==> src/rtl/bbw_pkg.sv <==
package bbw_pkg;
  typedef enum logic [2:0] {
    A_CTRL  = 3'd0,
    A_COUNT = 3'd1,
    A_BARK  = 3'd2,
    A_BITE  = 3'd3,
    A_LOCK  = 3'd4,
    A_STAT  = 3'd5
  } addr_e;

  typedef struct packed {
    logic wake_en;
    logic pause_sleep;
    logic enable;
  } ctrl_t;

  localparam int unsigned CTRL_W = 3;
endpackage

==> src/rtl/bbw_regs.sv <==
module bbw_regs
  import bbw_pkg::*;
#(
  parameter int unsigned CNT_W = 32
) (
  input  logic             clk_i,
  input  logic             rst_ni,
  input  logic             wr_en_i,
  input  logic [2:0]       wr_addr_i,
  input  logic [CNT_W-1:0] wr_data_i,
  output ctrl_t            ctrl_o,
  output logic [CNT_W-1:0] bark_th_o,
  output logic [CNT_W-1:0] bite_th_o,
  output logic             lock_o,
  output logic             ack_o,
  output logic             cnt_wr_o
);
  ctrl_t            ctrl_q, ctrl_d;
  logic [CNT_W-1:0] bark_q, bark_d, bite_q, bite_d;
  logic             lock_q, lock_d;
  logic             cfg_wr;

  // configuration writes pass only while unlocked
  assign cfg_wr = wr_en_i & ~lock_q;

  always_comb begin
    ctrl_d = ctrl_q;
    bark_d = bark_q;
    bite_d = bite_q;
    lock_d = lock_q;
    if (cfg_wr && wr_addr_i == A_CTRL) ctrl_d = ctrl_t'(wr_data_i[CTRL_W-1:0]);
    if (cfg_wr && wr_addr_i == A_BARK) bark_d = wr_data_i;
    if (cfg_wr && wr_addr_i == A_BITE) bite_d = wr_data_i;
    if (wr_en_i && wr_addr_i == A_LOCK && wr_data_i[0]) lock_d = 1'b1;
  end

  always_ff @(posedge clk_i or negedge rst_ni) begin
    if (!rst_ni) begin
      ctrl_q <= '0;
      bark_q <= '1;
      bite_q <= '1;
      lock_q <= 1'b0;
    end else begin
      ctrl_q <= ctrl_d;
      bark_q <= bark_d;
      bite_q <= bite_d;
      lock_q <= lock_d;
    end
  end

  assign ctrl_o    = ctrl_q;
  assign bark_th_o = bark_q;
  assign bite_th_o = bite_q;
  assign lock_o    = lock_q;
  assign ack_o     = wr_en_i && wr_addr_i == A_STAT && wr_data_i[0];
  assign cnt_wr_o  = wr_en_i && wr_addr_i == A_COUNT;
endmodule

==> src/rtl/bbw_counter.sv <==
module bbw_counter #(
  parameter int unsigned CNT_W = 32
) (
  input  logic             clk_i,
  input  logic             rst_ni,
  input  logic             adv_i,
  input  logic             load_i,
  input  logic [CNT_W-1:0] load_val_i,
  output logic [CNT_W-1:0] cnt_o
);
  localparam logic [CNT_W-1:0] CNT_MAX = '1;

  logic [CNT_W-1:0] cnt_q, cnt_d;
  logic             cnt_en;

  assign cnt_en = load_i | (adv_i & (cnt_q != CNT_MAX));

  always_comb begin
    if (load_i) cnt_d = load_val_i;
    else        cnt_d = cnt_q + 1'b1;
  end

  always_ff @(posedge clk_i or negedge rst_ni) begin
    if (!rst_ni)     cnt_q <= '0;
    else if (cnt_en) cnt_q <= cnt_d;
  end

  assign cnt_o = cnt_q;
endmodule

==> src/rtl/bbw_events.sv <==
module bbw_events #(
  parameter int unsigned CNT_W = 32
) (
  input  logic             clk_i,
  input  logic             rst_ni,
  input  logic             armed_i,
  input  logic [CNT_W-1:0] cnt_i,
  input  logic [CNT_W-1:0] bark_th_i,
  input  logic [CNT_W-1:0] bite_th_i,
  input  logic             ack_i,
  output logic             bark_o,
  output logic             bite_o
);
  logic bark_q, bark_d, bite_q, bite_d;
  logic bark_hit, bite_hit;

  assign bark_hit = armed_i & (cnt_i >= bark_th_i);
  assign bite_hit = armed_i & (cnt_i >= bite_th_i);

  always_comb begin
    // a live warning condition wins over an acknowledge
    bark_d = bark_hit | (bark_q & ~ack_i);
    bite_d = bite_hit | bite_q;
  end

  always_ff @(posedge clk_i or negedge rst_ni) begin
    if (!rst_ni) begin
      bark_q <= 1'b0;
      bite_q <= 1'b0;
    end else begin
      bark_q <= bark_d;
      bite_q <= bite_d;
    end
  end

  assign bark_o = bark_q;
  assign bite_o = bite_q;
endmodule

==> src/rtl/bark_bite_wdog.sv <==
module bark_bite_wdog
  import bbw_pkg::*;
#(
  parameter int unsigned CNT_W = 32
) (
  input  logic             clk_i,
  input  logic             rst_ni,
  input  logic             wr_en_i,
  input  logic [2:0]       wr_addr_i,
  input  logic [CNT_W-1:0] wr_data_i,
  input  logic [2:0]       rd_addr_i,
  output logic [CNT_W-1:0] rd_data_o,
  input  logic             sleep_i,
  input  logic             run_i,
  output logic             bark_irq_o,
  output logic             bark_wake_o,
  output logic             bite_rst_o
);
  localparam int unsigned PAD_W = CNT_W - CTRL_W;

  logic [1:0]       rst_sync_q;
  logic             rst_n;
  ctrl_t            ctrl;
  logic [CNT_W-1:0] bark_th, bite_th, cnt_val;
  logic             lock_val, ack, cnt_wr, adv, bark, bite;

  // asynchronous assert, synchronous release
  always_ff @(posedge clk_i or negedge rst_ni) begin
    if (!rst_ni) rst_sync_q <= 2'b00;
    else         rst_sync_q <= {rst_sync_q[0], 1'b1};
  end
  assign rst_n = rst_sync_q[1];

  bbw_regs #(.CNT_W(CNT_W)) u_regs (
    .clk_i     (clk_i),
    .rst_ni    (rst_n),
    .wr_en_i   (wr_en_i),
    .wr_addr_i (wr_addr_i),
    .wr_data_i (wr_data_i),
    .ctrl_o    (ctrl),
    .bark_th_o (bark_th),
    .bite_th_o (bite_th),
    .lock_o    (lock_val),
    .ack_o     (ack),
    .cnt_wr_o  (cnt_wr)
  );

  assign adv = ctrl.enable & run_i & ~(ctrl.pause_sleep & sleep_i);

  bbw_counter #(.CNT_W(CNT_W)) u_cnt (
    .clk_i      (clk_i),
    .rst_ni     (rst_n),
    .adv_i      (adv),
    .load_i     (cnt_wr),
    .load_val_i (wr_data_i),
    .cnt_o      (cnt_val)
  );

  bbw_events #(.CNT_W(CNT_W)) u_evt (
    .clk_i     (clk_i),
    .rst_ni    (rst_n),
    .armed_i   (ctrl.enable),
    .cnt_i     (cnt_val),
    .bark_th_i (bark_th),
    .bite_th_i (bite_th),
    .ack_i     (ack),
    .bark_o    (bark),
    .bite_o    (bite)
  );

  always_comb begin
    case (rd_addr_i)
      A_CTRL:  rd_data_o = {{PAD_W{1'b0}}, ctrl};
      A_COUNT: rd_data_o = cnt_val;
      A_BARK:  rd_data_o = bark_th;
      A_BITE:  rd_data_o = bite_th;
      A_LOCK:  rd_data_o = {{(CNT_W-1){1'b0}}, lock_val};
      A_STAT:  rd_data_o = {{(CNT_W-2){1'b0}}, bite, bark};
      default: rd_data_o = '0;
    endcase
  end

  assign bark_irq_o  = bark;
  assign bark_wake_o = bark & ctrl.wake_en;
  assign bite_rst_o  = bite;
endmodule

==> config.mk <==
export PLATFORM = sky130hd
export DESIGN_NAME = bark_bite_wdog
export DESIGN_NICKNAME = d
export VERILOG_FILES = /design/src/rtl/bbw_pkg.sv /design/src/rtl/bbw_regs.sv /design/src/rtl/bbw_counter.sv /design/src/rtl/bbw_events.sv /design/src/rtl/bark_bite_wdog.sv
export SDC_FILE = /design/constraint.sdc
export NUM_CORES = 1
export LEC_CHECK = 0
export BUFFER_PORTS_ARGS = -buffer_cell sky130_fd_sc_hd__buf_4
export CAP_MARGIN = 20
export CORE_MARGIN = 2
export CORE_UTILIZATION = 45
export DETAILED_ROUTE_END_ITERATION = 8
export PLACE_DENSITY = 0.69
export SLEW_MARGIN = 20
export SYNTH_ARGS = -nofsm -noshare
export SYNTH_HDL_FRONTEND = slang
export SYNTH_HIERARCHICAL = 1
export SYNTH_SLANG_ARGS = --single-unit
==> constraint.sdc <==
create_clock -name clk_i -period 3.5 [get_ports clk_i]
set_input_delay 0.175 -clock clk_i [delete_from_list [all_inputs] [get_ports clk_i]]
set_output_delay 0.175 -clock clk_i [all_outputs]
set_load 0.02 [all_outputs]
# == Yosys cells after proc, flatten, opt, wreduce, memory -nomap -nowiden ==
# Cells that the tools add are included.
# totals
reg_bits,104
out_inout_bits,35
elab_cells,51
# op_classes
n_mux,2
bitwise,15
magnitude_cmp,2
add_sub_neg,1
eq_ne,11
n_reduce_logical,10
# ops
op,n
$pmux 32 s6,1
$ge 32x32->1,2
$add 32x1->32 const B,1
$mux 32,1
$ne 32x32->1 const B,1
$eq 3x2->1 const B,4
$eq 3x3->1 const B,4
$and 1x1->1,9
$logic_and 1x1->1,8
$eq 3x1->1 const B,2
$logic_not 3->1,2
$not 1->1,3
$or 1x1->1,3

# == Logic depth before layout (Yosys ltp) ==
# logic_depth
depth_word,6
depth_mapped,7
mapped_depth_nobuf,7

# == Cells and area by module ==
# Netlist, hierarchy kept.
# by_module_without_submodules
module,seq_area_each_um2,cells_each,area_per_inst_um2,n_inst
bbw_regs,1781.7,154,2834.0,1
bbw_counter,800.8,234,1998.2,1
bbw_events,50.0,228,1671.6,1
bark_bite_wdog,50.0,121,930.9,1

# == Worst setup path after synthesis ==
# No wires, ideal clock.
# synth_path
path_kind,register -> register
start,"register u_regs.ctrl_q, in the netlist u_regs/ctrl_o[0]"
end,"register u_cnt.cnt_q[18], in the netlist u_cnt/cnt_o[18]"
setup_time_ns,0.124
synth_period_minus_slack_ns,2.213
path_stages_with_launch,8
arrival_ns,2.089
slack_ns,1.287
path_cell_list,dfrtp_1 > nand2_1 > a21oi_1 > nand4_1 > nor3_1 > o21ai_1 > o31a_1 > o31a_1
# synth_via
elab_chain_cells,4
# synth_lines
element,line_no,source
"start, declared",bbw_regs.sv:18,"ctrl_t ctrl_q, ctrl_d;"
"start signal, assigned",bbw_regs.sv:44,ctrl_q <= ctrl_d;
$and 1x1->1 (2 in series),bark_bite_wdog.sv:48,assign adv = ctrl.enable & run_i & ~(ctrl.pause_sleep & sleep_i);
via adv,bark_bite_wdog.sv:25,"logic lock_val, ack, cnt_wr, adv, bark, bite;"
$and 1x1->1,bbw_counter.sv:16,assign cnt_en = load_i | (adv_i & (cnt_q != CNT_MAX));
$or 1x1->1,bbw_counter.sv:16,
"end signal, assigned",bbw_counter.sv:25,else if (cnt_en) cnt_q <= cnt_d;
"end, declared",bbw_counter.sv:13,"logic [CNT_W-1:0] cnt_q, cnt_d;"
# The timed path passes the listed nets, and every way through them passes these cells.
# A chain may end at the register's enable or synchronous reset.

# == Worst setup path after layout ==
# layout_path
start,"register u_regs.ctrl_q, in the netlist u_regs/ctrl_o[0]"
end,"register u_cnt.cnt_q[22], in the netlist u_cnt/cnt_o[22]"
# Same word-level chain as after synthesis.

==> results.py <==
metrics = {
    "clock_tree": {
        "cts_post_setup_buffers_inserted": 0,
        "clockRootBuffer": "sky130_fd_sc_hd__clkbuf_16",
        "path_clk_slew_ns": 0.07,
        "clock_tree.htree_level_count": 3,
        "clockBufferDepth": 2,
        "cts_hold_buf": 1,
        "cts_repair_resize_count": 0,
        "tritoncts.num_buffers": 9,
        "clock_sink_count": 104,
        "clkLatencyLatePin_ns": 0.36,
        "tritoncts": "done",
    },
    "layout": {
        "area_delta_synth_final_pct": 13.4,
        "filler_cells_inserted": 1511,
        "ff_latch_area_um2": 2690,
        "finish.utilization_pct": 52.7,
        "post_route_cells_drive_above_1_share_pct": 34.5,
        "num-nets-final": 911,
        "n_antenna_cell": 0,
        "multiInputGateArea_um2": 4260,
    },
    "floorplan": {
        "die_area_um2": 17600,
        "die_h_um": 133,
        "top_level_ports": 78,
        "initial_core_util_pct": 46.5,
        "std_cell_rows": 46,
        "floorplan.die.width_um": 133,
        "core_region_area_um2": 16000,
    },
    "min_path": {
        "timing.hold.worst.class": "input pin to flip-flop",
        "hold_path_depth": 3,
        "hold_path_end": "u_cnt/cnt_o[11]",
        "hold_path_startpoint": "wr_data_i[11]",
    },
    "synth": {
        "synthDominantCellAreaShare_pct": 22.6,
        "synth-async-reset-ratio_pct": 100,
        "netlist-cell-type-count": 61,
        "dominantRegCellSynth": "sky130_fd_sc_hd__dfstp_2",
        "synth_top_area_cell": "sky130_fd_sc_hd__dfstp_2",
        "synth_area_leaders": "sky130_fd_sc_hd__dfstp_2, sky130_fd_sc_hd__dfrtp_1, sky130_fd_sc_hd__ha_1",
        "synth_commonest_cells": "sky130_fd_sc_hd__inv_1, sky130_fd_sc_hd__mux2_2, sky130_fd_sc_hd__ha_1, sky130_fd_sc_hd__dfstp_2, sky130_fd_sc_hd__nor2_1",
        "synth-seq-area-share_pct": 36.1,
        "synth-seq-cells": 104,
        "synth_edf_count": 0,
        "synth_fp_nets": 845,
        "synthesis.yosys.warnings": 6,
        "synth.avg_cell_area_um2": 10.1,
        "yosysMostFrequentCell": "sky130_fd_sc_hd__inv_1",
        "syn_inst": 737,
        "netlist_area_um2": 7430,
    },
    "detailed_routing": {
        "routed-via-count": 5916,
        "antenna_left": 0,
        "vias_per_cell": 5.78,
        "detail_route.drc_violations": 0,
        "detailedRoute.firstIterationViolations": 444,
        "wire_length_after_detailed_routing_um": 18600,
        "route.detailed.wl_per_inst_um": 18.1,
        "firstDrtPassIters": 4,
    },
    "critical_path": {
        "startpoint_type": "flip-flop",
        "crit_type": "flip-flop to flip-flop",
        "critical_path.max_fanout": 8,
        "worst_r2r_path_depth": 7,
        "worst_ep_required_time_ns": 3.78,
        "worst_path_largest_cell_delay_ns": 0.51,
        "worst_setup_path_startpoint": "u_regs/ctrl_o[0]",
        "timing.critical_path.slowest_stage_cell": "sky130_fd_sc_hd__a21oi_1",
        "regToRegEndpoint": "u_cnt/cnt_o[22]",
        "crit-reg2reg-launch": "u_regs/ctrl_o[0]",
        "worstSetupEndpointType": "flip-flop",
        "critical_path_arrival_ns": 3.11,
        "flop_to_flop_setup_slack_ns": 0.67,
        "path_cells": "nand2_1 > a21oi_1 > nand4_1 > nor3_1 > o211ai_1 > or3_1 > a31oi_1",
    },
    "global_route": {
        "wire_length_of_the_first_global_routing_pass_um": 30400,
        "grt_util_all_layers_pct": 21.6,
        "initial_antenna_violation_count": 0,
        "vias_in_the_first_global_route": 5777,
        "overflow": 0,
        "grt_max_degree": 75,
    },
    "placement": {
        "port_buffers": 77,
        "detailedPlacementHpwl_um": 13200,
        "globalplace.congestion": 0.898,
    },
    "timing": {
        "fmaxAchievable_ghz": 0.353,
        "finalCritPeriodShare_pct": 80.9,
        "finalSetupTns_ns": 0,
        "timing.slew.headroom_pct": 34.0,
        "report.final.slew_viol_count": 0,
        "timing_hold_violations_final": 0,
        "final.min_clock_period_ns": 2.83,
        "timing.clock.skew_ns": 0.00754,
        "max_slew.worst_pin.slew_ns": 0.990,
        "setup_repair_after_global_routing_missed_its_margin": "no",
        "final-setup-viol-count": 0,
    },
    "outcome": {
        "status": "finished clean",
    },
    "power": {
        "leakagePower_nw": 3.69,
        "ir_worst_vdd_v": 0.000333,
        "total_power_divided_by_cell_area_nw_per_um2": 643,
    },
    "flow_run": {
        "cap_violations": 0,
    },
}
==> cell usage in the layout, fill, tap and decap left out, types with 10 or more instances in the layout <==
master,synthesis,routed
sky130_fd_sc_hd__buf_4,3,85
sky130_fd_sc_hd__inv_1,70,70
sky130_fd_sc_hd__mux2_2,67,67
sky130_fd_sc_hd__ha_1,65,65
sky130_fd_sc_hd__dfstp_2,64,64
sky130_fd_sc_hd__nor2_1,63,62
sky130_fd_sc_hd__nand2_1,41,41
sky130_fd_sc_hd__dfrtp_1,40,39
sky130_fd_sc_hd__mux2_4,32,32
sky130_fd_sc_hd__a22oi_1,29,29
sky130_fd_sc_hd__a21oi_1,26,26
sky130_fd_sc_hd__o21ai_0,26,26
sky130_fd_sc_hd__nand3_1,26,26
sky130_fd_sc_hd__nand4_1,19,19
sky130_fd_sc_hd__a31oi_1,15,15
sky130_fd_sc_hd__or3_1,11,11
sky130_fd_sc_hd__or4_1,10,10
==> routing by layer <==
| layer | track usage [%] | wire length [um] | vias to the layer above |
|---|---|---|---|
| li1 | - | - | 2819 |
| met2 | 33.1 | 8310 | 157 |
| met3 | 2.87 | 817 | 21 |
| met5 | 0 | 0 | - |
| met1 | 31.0 | 9090 | 2919 |
| met4 | 8.30 | 356 | 0 |
==> flip-flops by register name, indices dropped and copies added, names as in the netlist <==
signal / flops
u_cnt/cnt_o: 32
u_regs/bark_th_o: 32
u_regs/bite_th_o: 32
u_regs/ctrl_o: 3
rst_sync_q: 2
u_evt/bark_o: 1
u_evt/bite_o: 1
u_regs/lock_o: 1
==> critical path, delay by kind of cell, from the launching register on <==
kind             cells  cell delay [ns]
AND/OR/NAND/NOR      4             1.22
flip-flops           1             0.47
AO/OA/AOI/OAI        3             1.07
==> cell families after synthesis <==
| group | after synthesis | synth area share [%] |
|---|---|---|
| buf+inv | 102 | 6.68 |
| flops | 104 | 36.1 |
| simple gates | 210 | 14.7 |
| fa+ha+maj | 65 | 10.9 |
| compound gates | 141 | 12.7 |
| xor+xnor | 10 | 1.18 |
| other cells | 1 | 0.0504 |
| mux | 104 | 17.6 |
==> worst max-delay path by stage <==
stage	endpoint	slack, ns
after floorplan	u_cnt/cnt_o[0]	0.50
after global placement	u_cnt/cnt_o[18]	0.92
after detailed placement	u_cnt/cnt_o[18]	0.76
after CTS	u_cnt/cnt_o[18]	0.73
after global routing	u_cnt/cnt_o[22]	0.47
final	u_cnt/cnt_o[22]	0.67
==> final cells by class <==
cell class	instances	share of cell area, %
clock buffers	13	3.09
clock inverters	3	0.475
inverters	71	3.16
multi-input cells	531	50.5
flip-flops and latches	104	31.9
well taps	216	3.20
repair buffers	86	7.69
==> where the power goes <==
group	leakage [nW]	internal [mW]	total [mW]	switching (mW)
combinational	2.40	1.08	2.10	1.01
clock	0.150	0.593	1.05	0.462
sequential	1.14	1.78	2.27	0.494
==> metrics by stage <==
step           instances  area (um2)  worst slack, ns  hold slack (ns)  total power [mW]
2_1_floorplan        737        7430            0.500           -0.121              3.71
3_3_place_gp        1007        8120            0.917          -0.0412              4.30
3_5_place_dp        1007        8120            0.758          -0.0404              4.35
4_1_cts             1024        8430            0.727           0.0356              5.43
5_1_grt             1024        8430            0.472           0.0512              5.82
6_report            1024        8430            0.667           0.0409              5.43
(Power assumes the default switching activity.)
